<file path="src/rtl/sdrc_pkg.sv">
package sdrc_pkg;

    localparam int ST_W  = 3;
    localparam int ERR_W = 3;

    typedef enum logic [3:0] {
        CMD_DESEL, CMD_NOP, CMD_ACT, CMD_RD, CMD_WR,
        CMD_PRE, CMD_REF, CMD_LMR, CMD_BST
    } cmd_e;

    typedef enum logic [ST_W-1:0] {
        BS_IDLE = 3'd0,
        BS_ROW  = 3'd1,
        BS_RD   = 3'd2,
        BS_WR   = 3'd3,
        BS_RDAP = 3'd4,
        BS_WRAP = 3'd5
    } bank_st_e;

    // lower value wins when several rules break at once
    typedef enum logic [ERR_W-1:0] {
        ERR_NONE    = 3'd0,
        ERR_ENC     = 3'd1,
        ERR_ALLIDLE = 3'd2,
        ERR_BST     = 3'd3,
        ERR_STATE   = 3'd4,
        ERR_DQM     = 3'd5
    } err_e;

    typedef struct packed {
        logic flag;
        err_e code;
    } mon_s;

endpackage

</file>
<file path="src/rtl/sdrc_cmd_decode.sv">
module sdrc_cmd_decode
    import sdrc_pkg::*;
(
    input  logic cs_n,
    input  logic ras_n,
    input  logic cas_n,
    input  logic we_n,
    output cmd_e cmd
);
    always_comb begin
        if (cs_n) begin
            cmd = CMD_DESEL;
        end else begin
            unique case ({ras_n, cas_n, we_n})
                3'b011:  cmd = CMD_ACT;
                3'b101:  cmd = CMD_RD;
                3'b100:  cmd = CMD_WR;
                3'b010:  cmd = CMD_PRE;
                3'b001:  cmd = CMD_REF;
                3'b000:  cmd = CMD_LMR;
                3'b110:  cmd = CMD_BST;
                default: cmd = CMD_NOP;
            endcase
        end
    end
endmodule

</file>
<file path="src/rtl/sdrc_bank_view.sv">
module sdrc_bank_view
    import sdrc_pkg::*;
#(
    parameter  int NUM_BANKS = 4,
    localparam int BA_W = (NUM_BANKS > 1) ? $clog2(NUM_BANKS) : 1
) (
    input  logic [NUM_BANKS*ST_W-1:0] bank_state,
    input  logic [BA_W-1:0]           ba,
    output logic                      all_idle,
    output logic                      any_read,
    output logic                      any_bad,
    output bank_st_e                  tgt_st
);
    logic [NUM_BANKS-1:0] idle_v;
    logic [NUM_BANKS-1:0] read_v;
    logic [NUM_BANKS-1:0] bad_v;

    for (genvar gi = 0; gi < NUM_BANKS; gi++) begin : g_bank
        logic [ST_W-1:0] st;
        assign st        = bank_state[gi*ST_W +: ST_W];
        assign idle_v[gi] = (st == BS_IDLE);
        assign read_v[gi] = (st == BS_RD) || (st == BS_RDAP);
        assign bad_v[gi]  = (st > BS_WRAP);
    end

    assign all_idle = &idle_v;
    assign any_read = |read_v;
    assign any_bad  = |bad_v;

    always_comb begin
        tgt_st = bank_st_e'(bank_state[int'(ba)*ST_W +: ST_W]);
    end
endmodule

</file>
<file path="src/rtl/sdrc_gate.sv">
module sdrc_gate #(
    parameter  int T_XSR = 8,
    localparam int CNT_W = $clog2(T_XSR + 1)
) (
    input  logic clk,
    input  logic rst_n,
    input  logic cke,
    input  logic dqm,
    output logic chk_en,
    output logic sref_en,
    output logic dqm_2ago
);
    typedef struct packed {
        logic             cke;
        logic [CNT_W-1:0] cnt;
        logic             dqm1;
        logic             dqm2;
    } gate_s;

    gate_s g_d, g_q;

    always_comb begin
        g_d      = g_q;
        g_d.cke  = cke;
        g_d.dqm1 = dqm;
        g_d.dqm2 = g_q.dqm1;
        if (!g_q.cke && cke) begin
            g_d.cnt = CNT_W'(T_XSR);
        end else if (g_q.cnt != '0) begin
            g_d.cnt = g_q.cnt - 1'b1;
        end
    end

    always_ff @(posedge clk or negedge rst_n) begin
        if (!rst_n) begin
            g_q <= '{cke: 1'b1, cnt: '0, dqm1: 1'b1, dqm2: 1'b1};
        end else begin
            g_q <= g_d;
        end
    end

    assign chk_en   = g_q.cke && cke && (g_q.cnt == '0);
    assign sref_en  = g_q.cke && !cke && (g_q.cnt == '0);
    assign dqm_2ago = g_q.dqm2;
endmodule

</file>
<file path="src/rtl/sdram_cmd_monitor.sv">
module sdram_cmd_monitor
    import sdrc_pkg::*;
#(
    parameter  int NUM_BANKS = 4,
    parameter  int T_XSR     = 8,
    localparam int BA_W = (NUM_BANKS > 1) ? $clog2(NUM_BANKS) : 1
) (
    input  logic                      clk,
    input  logic                      rst_n,
    input  logic                      err_clr,
    input  logic                      cke,
    input  logic                      cs_n,
    input  logic                      ras_n,
    input  logic                      cas_n,
    input  logic                      we_n,
    input  logic [BA_W-1:0]           ba,
    input  logic                      dqm,
    input  logic [NUM_BANKS*ST_W-1:0] bank_state,
    output logic                      err_flag,
    output logic [ERR_W-1:0]          err_code
);
    cmd_e     cmd;
    logic     all_idle, any_read, any_bad;
    bank_st_e tgt_st;
    logic     chk_en, sref_en, dqm_2ago;

    sdrc_cmd_decode u_dec (
        .cs_n (cs_n), .ras_n (ras_n), .cas_n (cas_n), .we_n (we_n), .cmd (cmd)
    );

    sdrc_bank_view #(.NUM_BANKS(NUM_BANKS)) u_view (
        .bank_state (bank_state),
        .ba         (ba),
        .all_idle   (all_idle),
        .any_read   (any_read),
        .any_bad    (any_bad),
        .tgt_st     (tgt_st)
    );

    sdrc_gate #(.T_XSR(T_XSR)) u_gate (
        .clk      (clk),
        .rst_n    (rst_n),
        .cke      (cke),
        .dqm      (dqm),
        .chk_en   (chk_en),
        .sref_en  (sref_en),
        .dqm_2ago (dqm_2ago)
    );

    logic tgt_bad;
    always_comb begin
        unique case (cmd)
            CMD_ACT: tgt_bad = (tgt_st != BS_IDLE);
            CMD_RD,
            CMD_WR:  tgt_bad = !((tgt_st == BS_ROW) || (tgt_st == BS_RD) ||
                                 (tgt_st == BS_WR));
            CMD_PRE: tgt_bad = (tgt_st == BS_RDAP) || (tgt_st == BS_WRAP);
            default: tgt_bad = 1'b0;
        endcase
    end

    err_e viol;
    always_comb begin
        viol = ERR_NONE;
        if (chk_en && (cmd != CMD_DESEL)) begin
            if (any_bad) begin
                viol = ERR_ENC;
            end else if (((cmd == CMD_REF) || (cmd == CMD_LMR)) && !all_idle) begin
                viol = ERR_ALLIDLE;
            end else if ((cmd == CMD_BST) &&
                         !((tgt_st == BS_RD) || (tgt_st == BS_WR))) begin
                viol = ERR_BST;
            end else if (tgt_bad) begin
                viol = ERR_STATE;
            end else if ((cmd == CMD_WR) && any_read && !dqm_2ago) begin
                viol = ERR_DQM;
            end
        end else if (sref_en && (cmd == CMD_REF)) begin
            if (any_bad) begin
                viol = ERR_ENC;
            end else if (!all_idle) begin
                viol = ERR_ALLIDLE;
            end
        end
    end

    mon_s mon_d, mon_q;

    always_comb begin
        mon_d = mon_q;
        if ((viol != ERR_NONE) && (!mon_q.flag || err_clr)) begin
            mon_d.flag = 1'b1;
            mon_d.code = viol;
        end else if (err_clr) begin
            mon_d.flag = 1'b0;
            mon_d.code = ERR_NONE;
        end
    end

    always_ff @(posedge clk or negedge rst_n) begin
        if (!rst_n) begin
            mon_q <= '{flag: 1'b0, code: ERR_NONE};
        end else begin
            mon_q <= mon_d;
        end
    end

    assign err_flag = mon_q.flag;
    assign err_code = mon_q.code;
endmodule

</file>
<file path="config.mk">
export PLATFORM = sky130hd
export DESIGN_NAME = sdram_cmd_monitor
export DESIGN_NICKNAME = d
export VERILOG_FILES = /design/src/rtl/sdrc_pkg.sv /design/src/rtl/sdrc_cmd_decode.sv /design/src/rtl/sdrc_bank_view.sv /design/src/rtl/sdrc_gate.sv /design/src/rtl/sdram_cmd_monitor.sv
export SDC_FILE = /design/constraint.sdc
export NUM_CORES = 1
export LEC_CHECK = 0
export BUFFER_PORTS_ARGS = -buffer_cell sky130_fd_sc_hd__buf_2
export CELL_PAD_IN_SITES_DETAIL_PLACEMENT = 1
export CELL_PAD_IN_SITES_GLOBAL_PLACEMENT = 2
export CORE_MARGIN = 2
export CORE_UTILIZATION = 30
export DETAILED_ROUTE_END_ITERATION = 10
export PLACE_DENSITY_LB_ADDON = 0.1
export SLEW_MARGIN = 40
export SYNTH_ARGS = -nofsm -noshare
export SYNTH_HDL_FRONTEND = slang
export SYNTH_SLANG_ARGS = --single-unit
</file>
<file path="constraint.sdc">
create_clock -name clk -period 2.7 [get_ports clk]
set_clock_uncertainty 0.15 [all_clocks]
set_input_delay 0.135 -clock clk [delete_from_list [all_inputs] [get_ports clk]]
set_output_delay 0.135 -clock clk [all_outputs]
set_load 0.005 [all_outputs]
</file>
After elaboration in Yosys (flattened, before gate mapping). Cells that the tools add are included. W data, S select, Z words.

Output and inout port bits: 4. Register bits after elaboration: 11.

Muxes and demuxes: 16. Add/sub/neg operators: 1. Multipliers: 1. Equal/unequal tests: 26. Magnitude comparators: 4. Reduce and logical (&&, ||, !) cells: 45. Shifts and indexed selects: 1.

Operators by type and width (count): $shiftx A12 B32 Y3 (1); $pmux W4 S7 (1); $eq A3 B3 Y1 const B (9); $eq A3 B2 Y1 const B (8); $mux W4 (5); $mux W3 (6); $eq A4 B3 Y1 const B (4); $logic_not A3 Y1 (5); $gt A3 B3 Y1 const B (4); $logic_and A1 B1 Y1 (12); $logic_or A1 B1 Y1 (10); $eq A4 B2 Y1 const B (2); $reduce_bool A4 Y1 (2); $reduce_or A4 Y1 (2); $logic_not A1 Y1 (7); $eq A3 B1 Y1 const B (2); $mux W2 (3); $reduce_bool A3 Y1 (2); $eq A4 B4 Y1 const B (1); $logic_not A4 Y1 (1); $mul A2 B2 Y4 const B (1); $reduce_and A4 Y1 (1); $reduce_bool A2 Y1 (2); $sub A4 B1 Y4 const B (1); other kinds (2) (2).

Longest topological paths before layout. Gate-level depths: netlist of the first run.

Depth after elaboration: 15. Mapped depth: 9. Depth with buffers taken out: 8.

Hierarchy. A second synthesis of the first run with hierarchy kept.

Cells, all modules: 99. Area, all modules: 958.4 um^2.

Modules (own cells, without submodules): sdram_cmd_monitor (cells each 50, instances 1, sequential area each 100.1 um^2, area an instance 419.2 um^2); sdrc_gate (cells each 25, instances 1, sequential area each 178.9 um^2, area an instance 304.0 um^2); sdrc_bank_view (cells each 16, instances 1, sequential area each 0.0 um^2, area an instance 175.2 um^2); sdrc_cmd_decode (cells each 8, instances 1, sequential area each 0.0 um^2, area an instance 60.1 um^2).

Worst setup path after synthesis of the first run. OpenSTA, ideal clock, no wires.

Path type: register to register. Start point: register u_gate.g_q[2] (netlist name). End point: register mon_q (netlist bit err_code[1]). Data required time: 2.430 ns. Stages on the path, launching flop included: 10. Arrival time: 2.201 ns. Buffers on the path: 1. Setup slack: 0.230 ns. Path through: dfrtp_1 -> inv_1 -> ha_1 -> or3b_1 -> clkbuf_1 -> or4b_4 -> nor2_2 -> a211oi_1 -> a22o_1 -> a31o_1.

Longest elaborated chain between the ends: 8. Elaborated cells on any way between the ends: 11.

Ends and longest elaborated chain: start, declared (line sdrc_gate.sv:20) `gate_s g_d, g_q;`; start signal, assigned (line sdrc_gate.sv:36) `g_q <= '{cke: 1'b1, cnt: '0, dqm1: 1'b1, dqm2: 1'b1};`; start signal, assigned (line sdrc_gate.sv:38) `g_q <= g_d;`; $logic_not A4 Y1 * (line sdrc_gate.sv:42, sdrc_gate.sv:43); $logic_and A1 B1 Y1 (line sdrc_gate.sv:43) `assign sref_en = g_q.cke && !cke && (g_q.cnt == '0);`; $logic_and A1 B1 Y1 (line sdram_cmd_monitor.sv:78) `end else if (sref_en && (cmd == CMD_REF)) begin`; $mux W2 (line sdram_cmd_monitor.sv:78); $mux W3 * (line sdram_cmd_monitor.sv:65) `if (chk_en && (cmd != CMD_DESEL)) begin`; $reduce_bool A3 Y1 (line sdram_cmd_monitor.sv:91) `if ((viol != ERR_NONE) && (!mon_q.flag || err_clr)) begin`; $logic_and A1 B1 Y1 (line sdram_cmd_monitor.sv:91); $mux W4 / $reduce_bool A2 Y1 (equally long branches); end signal, assigned (line sdram_cmd_monitor.sv:102) `mon_q <= '{flag: 1'b0, code: ERR_NONE};`; end signal, assigned (line sdram_cmd_monitor.sv:104) `mon_q <= mon_d;`; end, declared (line sdram_cmd_monitor.sv:87) `mon_s mon_d, mon_q;`.

Every way passes the cells marked *; elsewhere a longest branch is shown, timed or not. A chain may end at the register's enable or synchronous reset.

Worst setup path in the final report of the first run. Ends and elaborated chain as after synthesis.

==> results of run 1 <==
per-stage QoR:
| stage | worst slack (ps) | setup TNS [ps] |
|---|---|---|
| final | 137 | 0 |
| after global routing | -1.38 | -1.38 |
| after CTS | 73.3 | 0 |
| after detailed placement | 102 | 0 |
| after global placement | 147 | 0 |
| after floorplan | 230 | 0 |
what timing repair did:
action	CTS	global route
hold endpoints to repair	13	0
gates resized for setup	0	1
setup buffers	0	0
endpoints found under the setup margin	0	2
hold buffers	3	0
report_power, final:
group	internal, µW	switching (µW)
Combinational	114	114
Sequential	202	29.9
Clock	57.2	52.0
layer usage:
metal  GRT usage (%)  part of all wire [%]  vias to the layer above
li1                -                     -                      424
met4            5.84                   1.4                        0
met3            1.97                   3.3                        5
met1            19.7                    48                      408
met2            26.2                    47                       19
met5               0                     0                        -
registers in the layout (all words and copies together) (netlist names):
register,cells
err_code,3
err_flag,1
u_gate.dqm_2ago,1
u_gate.g_d,1
u_gate.g_q,5
area by class of cell:
cell class	instances	area (µm²)
repair buffers	29	160
flip-flops and latches	11	279
fillers	351	1830
clock buffers	4	26.3
multi-input cells	73	619
inverters	5	18.8
well taps	33	41.3
synth_stat cells, types with 2 or more instances:
master / instances
o21ai_0: 2
or2b_1: 2
nor3_1: 2
a211oi_1: 2
dfstp_2: 3
or3_1: 2
nand3b_1: 2
o31ai_1: 3
nand2_1: 5
a22oi_1: 2
nor2_1: 4
xnor2_1: 6
nand2b_1: 2
inv_1: 5
ha_1: 2
dfrtp_1: 8
o22ai_1: 3
nor4_1: 3
a211o_1: 2
mux4_2: 2
cells by family after synthesis:
logic type | Yosys count
XOR/XNOR | 6
buffers and inverters | 6
flip-flops | 11
AO/OA/AOI/OAI | 25
multiplexers | 4
adder cells (fa/ha/maj) | 2
AND/OR/NAND/NOR | 36
tightest hold or removal path: cells and delay by family:
kind / cells / cell delay [ps]
simple gates: 1 / 70
compound gates: 1 / 70
buf+inv: 2 / 150
worst min path at each step:
stage / startpoint / endpoint / slack (ps) / cells past startpoint
2_1_floorplan: rst_n / err_code[0] / -310 / 0
3_3_place_gp: rst_n / err_code[1] / -130 / 1
5_1_grt: err_clr / err_code[0] / 60 / 4
6_report: err_clr / err_code[0] / 40 / 4
4_1_cts: err_clr / err_code[0] / 40 / 4
3_5_place_dp: rst_n / err_code[1] / -140 / 1
==> impl_metrics.ini, run 1 <==
[placement]
gp_congestion = 0.816
placedInstanceArea_um2 = 1090
numPortBuffers = 26
dp_cells = 148
hpwlAfterDp_mm = 2.03

[cells_and_area]
syn_to_final_growth_pct = 24.7
fin_area_um2 = 1140
mostFrequentLayoutCell = buf_2
nets = 148
num_antenna_cells = 0
drive_above_1_share_pct = 35.2
final_cell_mix = 26 x buf_2, 8 x dfrtp_1, 6 x xnor2_1
post-route-util_pct = 38.4
layoutNonFillerInstCount = 155

[setup_path]
path_max_fanout = 5
crit_family = simple AND/OR/NAND/NOR gates
r2r_cells = 8
r2r_end = err_code[1]
cp-start-kind = register
critPathLaunch = u_gate.g_q[2]
path_class = reg2reg
cpMaxStageDelayCell = or4b_4
r2r_start = u_gate.g_q[2]
critPathCapture = err_code[1]
r2r_setup_slack_ps = 140
required_ps = 2700
path_buf_inv = 1
crit_chain = inv_1 -> ha_1 -> or3b_4 -> or4b_4 -> nor2_2 -> a211oi_1 -> a22o_1 -> a31o_1
crit_cells = 8
critPathMaxStageDelay_ps = 520
worst_setup_path_end_kind = register
arrival_ps = 2570

[pwr]
power_uw = 569
p_per_area_nw_per_um2 = 497
ir_worst_vdd_v = 0.000368
leakagePower_uw = 0.000482

[timing]
timing.hold.ws_ps = 44.7
fin_crit_ps = 2560
tightest_slew_ps = 595
relSlewSlack_pct = 60.1
final-hold-violation-count = 0
setup_viol = 0
slew_viol_final = 0
grt_setup_unrepaired = yes
fmax_mhz = 390
finalCritPeriodShare_pct = 94.9

[synthesis]
yosys.area.top_type = dfrtp_1
synth_async_sr_flop_share_pct = 100
synth_area_um2 = 918
synth_top_area_share_pct = 21.8
synthMuxAreaShare_pct = 8.86
synth_compound_area_share_pct = 22.9
synth_xor_area_share_pct = 5.72
synthTopCellsByArea = dfrtp_1 22%, dfstp_2 8.6%, xnor2_1 5.7%
ys.flop_type = dfrtp_1
syn_avg_cell_area_um2 = 10.2
syn_nets = 115
syn_inst = 90
synth_seq_cells = 11
ys_types = 48
seq_area_frac_synth_pct = 30.4
synth_top_family_by_area = simple AND/OR/NAND/NOR gates
ys_warn_count = 0
synth_fa_ha_area_share_pct = 2.72
synth-edff-count = 0
synth_simple_gate_area_share_pct = 27.0

[detailed_routing]
drt_iter0_drc = 28
antenna_left = 0
drt-total-wl_mm = 2.36
drc = 0
routed_via_density = 5.52
firstDrtPassIters = 2
post_drt_wl_per_cell_um = 15.3
vias = 856

[grt]
grt_usage_pct = 15.4
grt_max_degree = 12
antenna_found_initial = 0
overflow = 0
grt_pass1_wl_mm = 4.05
grt_pass1_vias = 933

[cts]
clk_pin_slew_worst_paths_ps = 70
htreeDepth = 1
clkSinkCount = 11
clkLatencyLatePin_ps = 260
cts_buffer_depth = 2
numCtsBuffers = 3
cts_tree = done
cts_root_buffer = clkbuf_4

[floorplanning]
initial_core_util_pct = 30.8
ios = 27
placementRows = 20
die-area_um2 = 3520
die_x_um = 59.3
coreArea_um2 = 2980
dieHeight_um = 59.3

[status]
outcome = completed

[worst_hold_path]
hold_path_class = in2reg

[run]
cap_violations = 0
No activity file was read; power rests on OpenSTA's default activity.
==> inputs of run 2 (changes only) <==
--- a/config.mk
+++ b/config.mk
@@ -12,7 +12,7 @@
 export CORE_UTILIZATION = 30
 export DETAILED_ROUTE_END_ITERATION = 10
 export PLACE_DENSITY_LB_ADDON = 0.1
-export SLEW_MARGIN = 40
 export SYNTH_ARGS = -nofsm -noshare
 export SYNTH_HDL_FRONTEND = slang
+export SYNTH_HIERARCHICAL = 1
 export SYNTH_SLANG_ARGS = --single-unit
==> impl_metrics.ini, run 2 <==
[detailed_routing]
post_drt_wl_per_cell_um = 13.6
routed_via_density = 5.25
drt-total-wl_mm = 2.46
vias = 950
firstDrtPassIters = 4
drc = 0
antenna_left = 0
drt_iter0_drc = 23

[cells_and_area]
regMostFlops = u_gate/g_q
seq_area_um2 = 279
fillCellCount = 388
final_cell_mix = 26 x buf_2, 8 x dfrtp_1, 6 x inv_1
nets = 162
num_antenna_cells = 0
drive_above_1_share_pct = 33.6
mostFrequentLayoutCell = buf_2
post-route-util_pct = 40.7
layoutNonFillerInstCount = 181
multi_input_area_um2 = 658
syn_to_final_growth_pct = 29.5
largest_register_ffs = 5

[setup_path]
critPathMaxStageDelay_ps = 380
cp-start-kind = register
crit_chain = inv_1 -> ha_1 -> nor3b_4 -> and3_2 -> nor2b_1 -> a311o_1 -> a211oi_2 -> a21oi_1 -> a221o_1
path_max_fanout = 5
required_ps = 2700
cpMaxStageDelayCell = dfrtp_1
worst_setup_path_end_kind = register
path_class = reg2reg
arrival_ps = 2470

[synthesis]
ys_types = 52
yosysMostFrequentCell = dfrtp_1
yosys.area.top_type = dfrtp_1
syn_nets = 123
ys_warn_count = 6
syn_avg_cell_area_um2 = 9.68
synth_async_sr_flop_share_pct = 100
yosys-top-cells-count = 8 x dfrtp_1, 6 x inv_1, 5 x and3_1, 5 x nor3_1, 5 x xnor2_1
synthTopCellsByArea = dfrtp_1 21%, dfstp_2 8.2%, mux4_1 8.2%
seq_area_frac_synth_pct = 29.1
synth_seq_cells = 11
synth_area_um2 = 958
syn_inst = 99
ys.flop_type = dfrtp_1
synth-edff-count = 0
synth_top_area_share_pct = 20.9

[timing]
final-hold-violation-count = 0
slew_viol_final = 0
fin_crit_ps = 2470
tightest_slew_ps = 606
fmax_mhz = 405
grt_setup_unrepaired = no
relSlewSlack_pct = 59.1
fin_ws_ps = 232
finalCritPeriodShare_pct = 91.4
setup_viol = 0
tns_ps = 0

[cts]
cts_tree = done
cts_buffer_depth = 2
clkSinkCount = 11
clkLatencyLatePin_ps = 260
numCtsBuffers = 3
cts_root_buffer = clkbuf_4
clk_pin_slew_worst_paths_ps = 70
htreeDepth = 1

[pwr]
p_clk_share_pct = 18.8
power_uw = 584
p_per_area_nw_per_um2 = 470
p_seq_share_pct = 39.3
ir_worst_vdd_v = 0.000419
comb_power_share_pct = 41.9
internal_power_uw = 386
swShare_pct = 33.8
leakagePower_uw = 0.000547
p_sw_uw = 198

[grt]
antenna_found_initial = 0
grt_pass1_wl_mm = 4.34
grt_max_degree = 12
overflow = 0
grt_pass1_vias = 974
grt_usage_pct = 15.8

[floorplanning]
die_x_um = 60.5
ios = 27
initial_core_util_pct = 31.4
placementRows = 20
die-area_um2 = 3660
coreArea_um2 = 3050
dieHeight_um = 60.5

[worst_hold_path]
hold_path_class = in2async

[placement]
numPortBuffers = 26
dp_cells = 173
place_ws_ps = 74.1
gp_congestion = 0.837
hpwlAfterDp_mm = 2.02

[run]
cap_violations = 0

[status]
outcome = completed
run 2: per-stage QoR:
step	area, µm²	hold slack (ps)
2_1_floorplan	958	-311
6_report	1240	114
5_1_grt	1240	143
4_1_cts	1240	116
3_3_place_gp	1170	-135
3_5_place_dp	1170	-130
run 2: cell type report:
class	count	share of cell area, %
flip-flops and latches	11	22.5
inverters	6	1.81
well taps	44	4.44
repair buffers	34	16.1
clock buffers	4	2.12
multi-input cells	82	53.0
run 2: power groups by stage:
stage                     clock network (µW)  registers [µW]  logic [µW]
final                                    110             229         245
after global placement                     0             230         234
after global routing                     126             236         279
after floorplan                            0             225         168
after detailed placement                   0             231         241
after CTS                                115             229         248
run 2: final timing paths:
path                               startpoint         endpoint  slack [ps]  cells after the start
worst max-delay path            u_gate/g_q[2]      err_code[0]         230                      9
worst min-delay path                    rst_n      err_code[2]         110                      2
worst max register to register  u_gate/g_q[2]      err_code[0]         230                      9
worst min register to register  u_gate/g_d[0]  u_gate/dqm_2ago         210                      0
max in group asynchronous               rst_n    u_gate/g_d[0]        2020                      2
min in group clk                u_gate/g_d[0]  u_gate/dqm_2ago         210                      0
run 2: cells by family (layout without fill, tap and decap cells):
family | count (synthesis) | after routing | share of synthesized area [%]
and+or+nand+nor | 46 | 46 | 32.4
xor gates and xnor gates | 6 | 6 | 5.48
AOI/OAI and AO/OA | 25 | 25 | 20.1
adders and majority gates | 2 | 2 | 2.35
buffers and inverters | 6 | 44 | 2.35
DFF | 11 | 11 | 29.1
muxes | 3 | 3 | 8.23
run 2: per-layer routing:
metal  up-vias  global-route usage (%)  routed length (µm)
met2        17                    25.0                1200
met5         -                       0                   0
met3         2                    4.05                  90
met1       465                    21.8                1150
li1        466                       -                   -
met4         0                    3.73                  19
run 2: what timing repair did:
| item | 4_1_cts | 5_1_grt |
|---|---|---|
| hold buffers | 4 | 0 |
| resized for setup | 0 | 1 |
| endpoints found under the setup margin | 0 | 1 |
| buffers inserted | 0 | 0 |
| hold endpoints to repair | 14 | 0 |
run 2: critical path, delay by kind of cell (launching register included):
kind                       cells  cell delay (ps)
and+or+nand+nor                3              580
buffers and inverters          1               90
DFF                            1              380
AOI/OAI and AO/OA              4              950
adders and majority gates      1              220
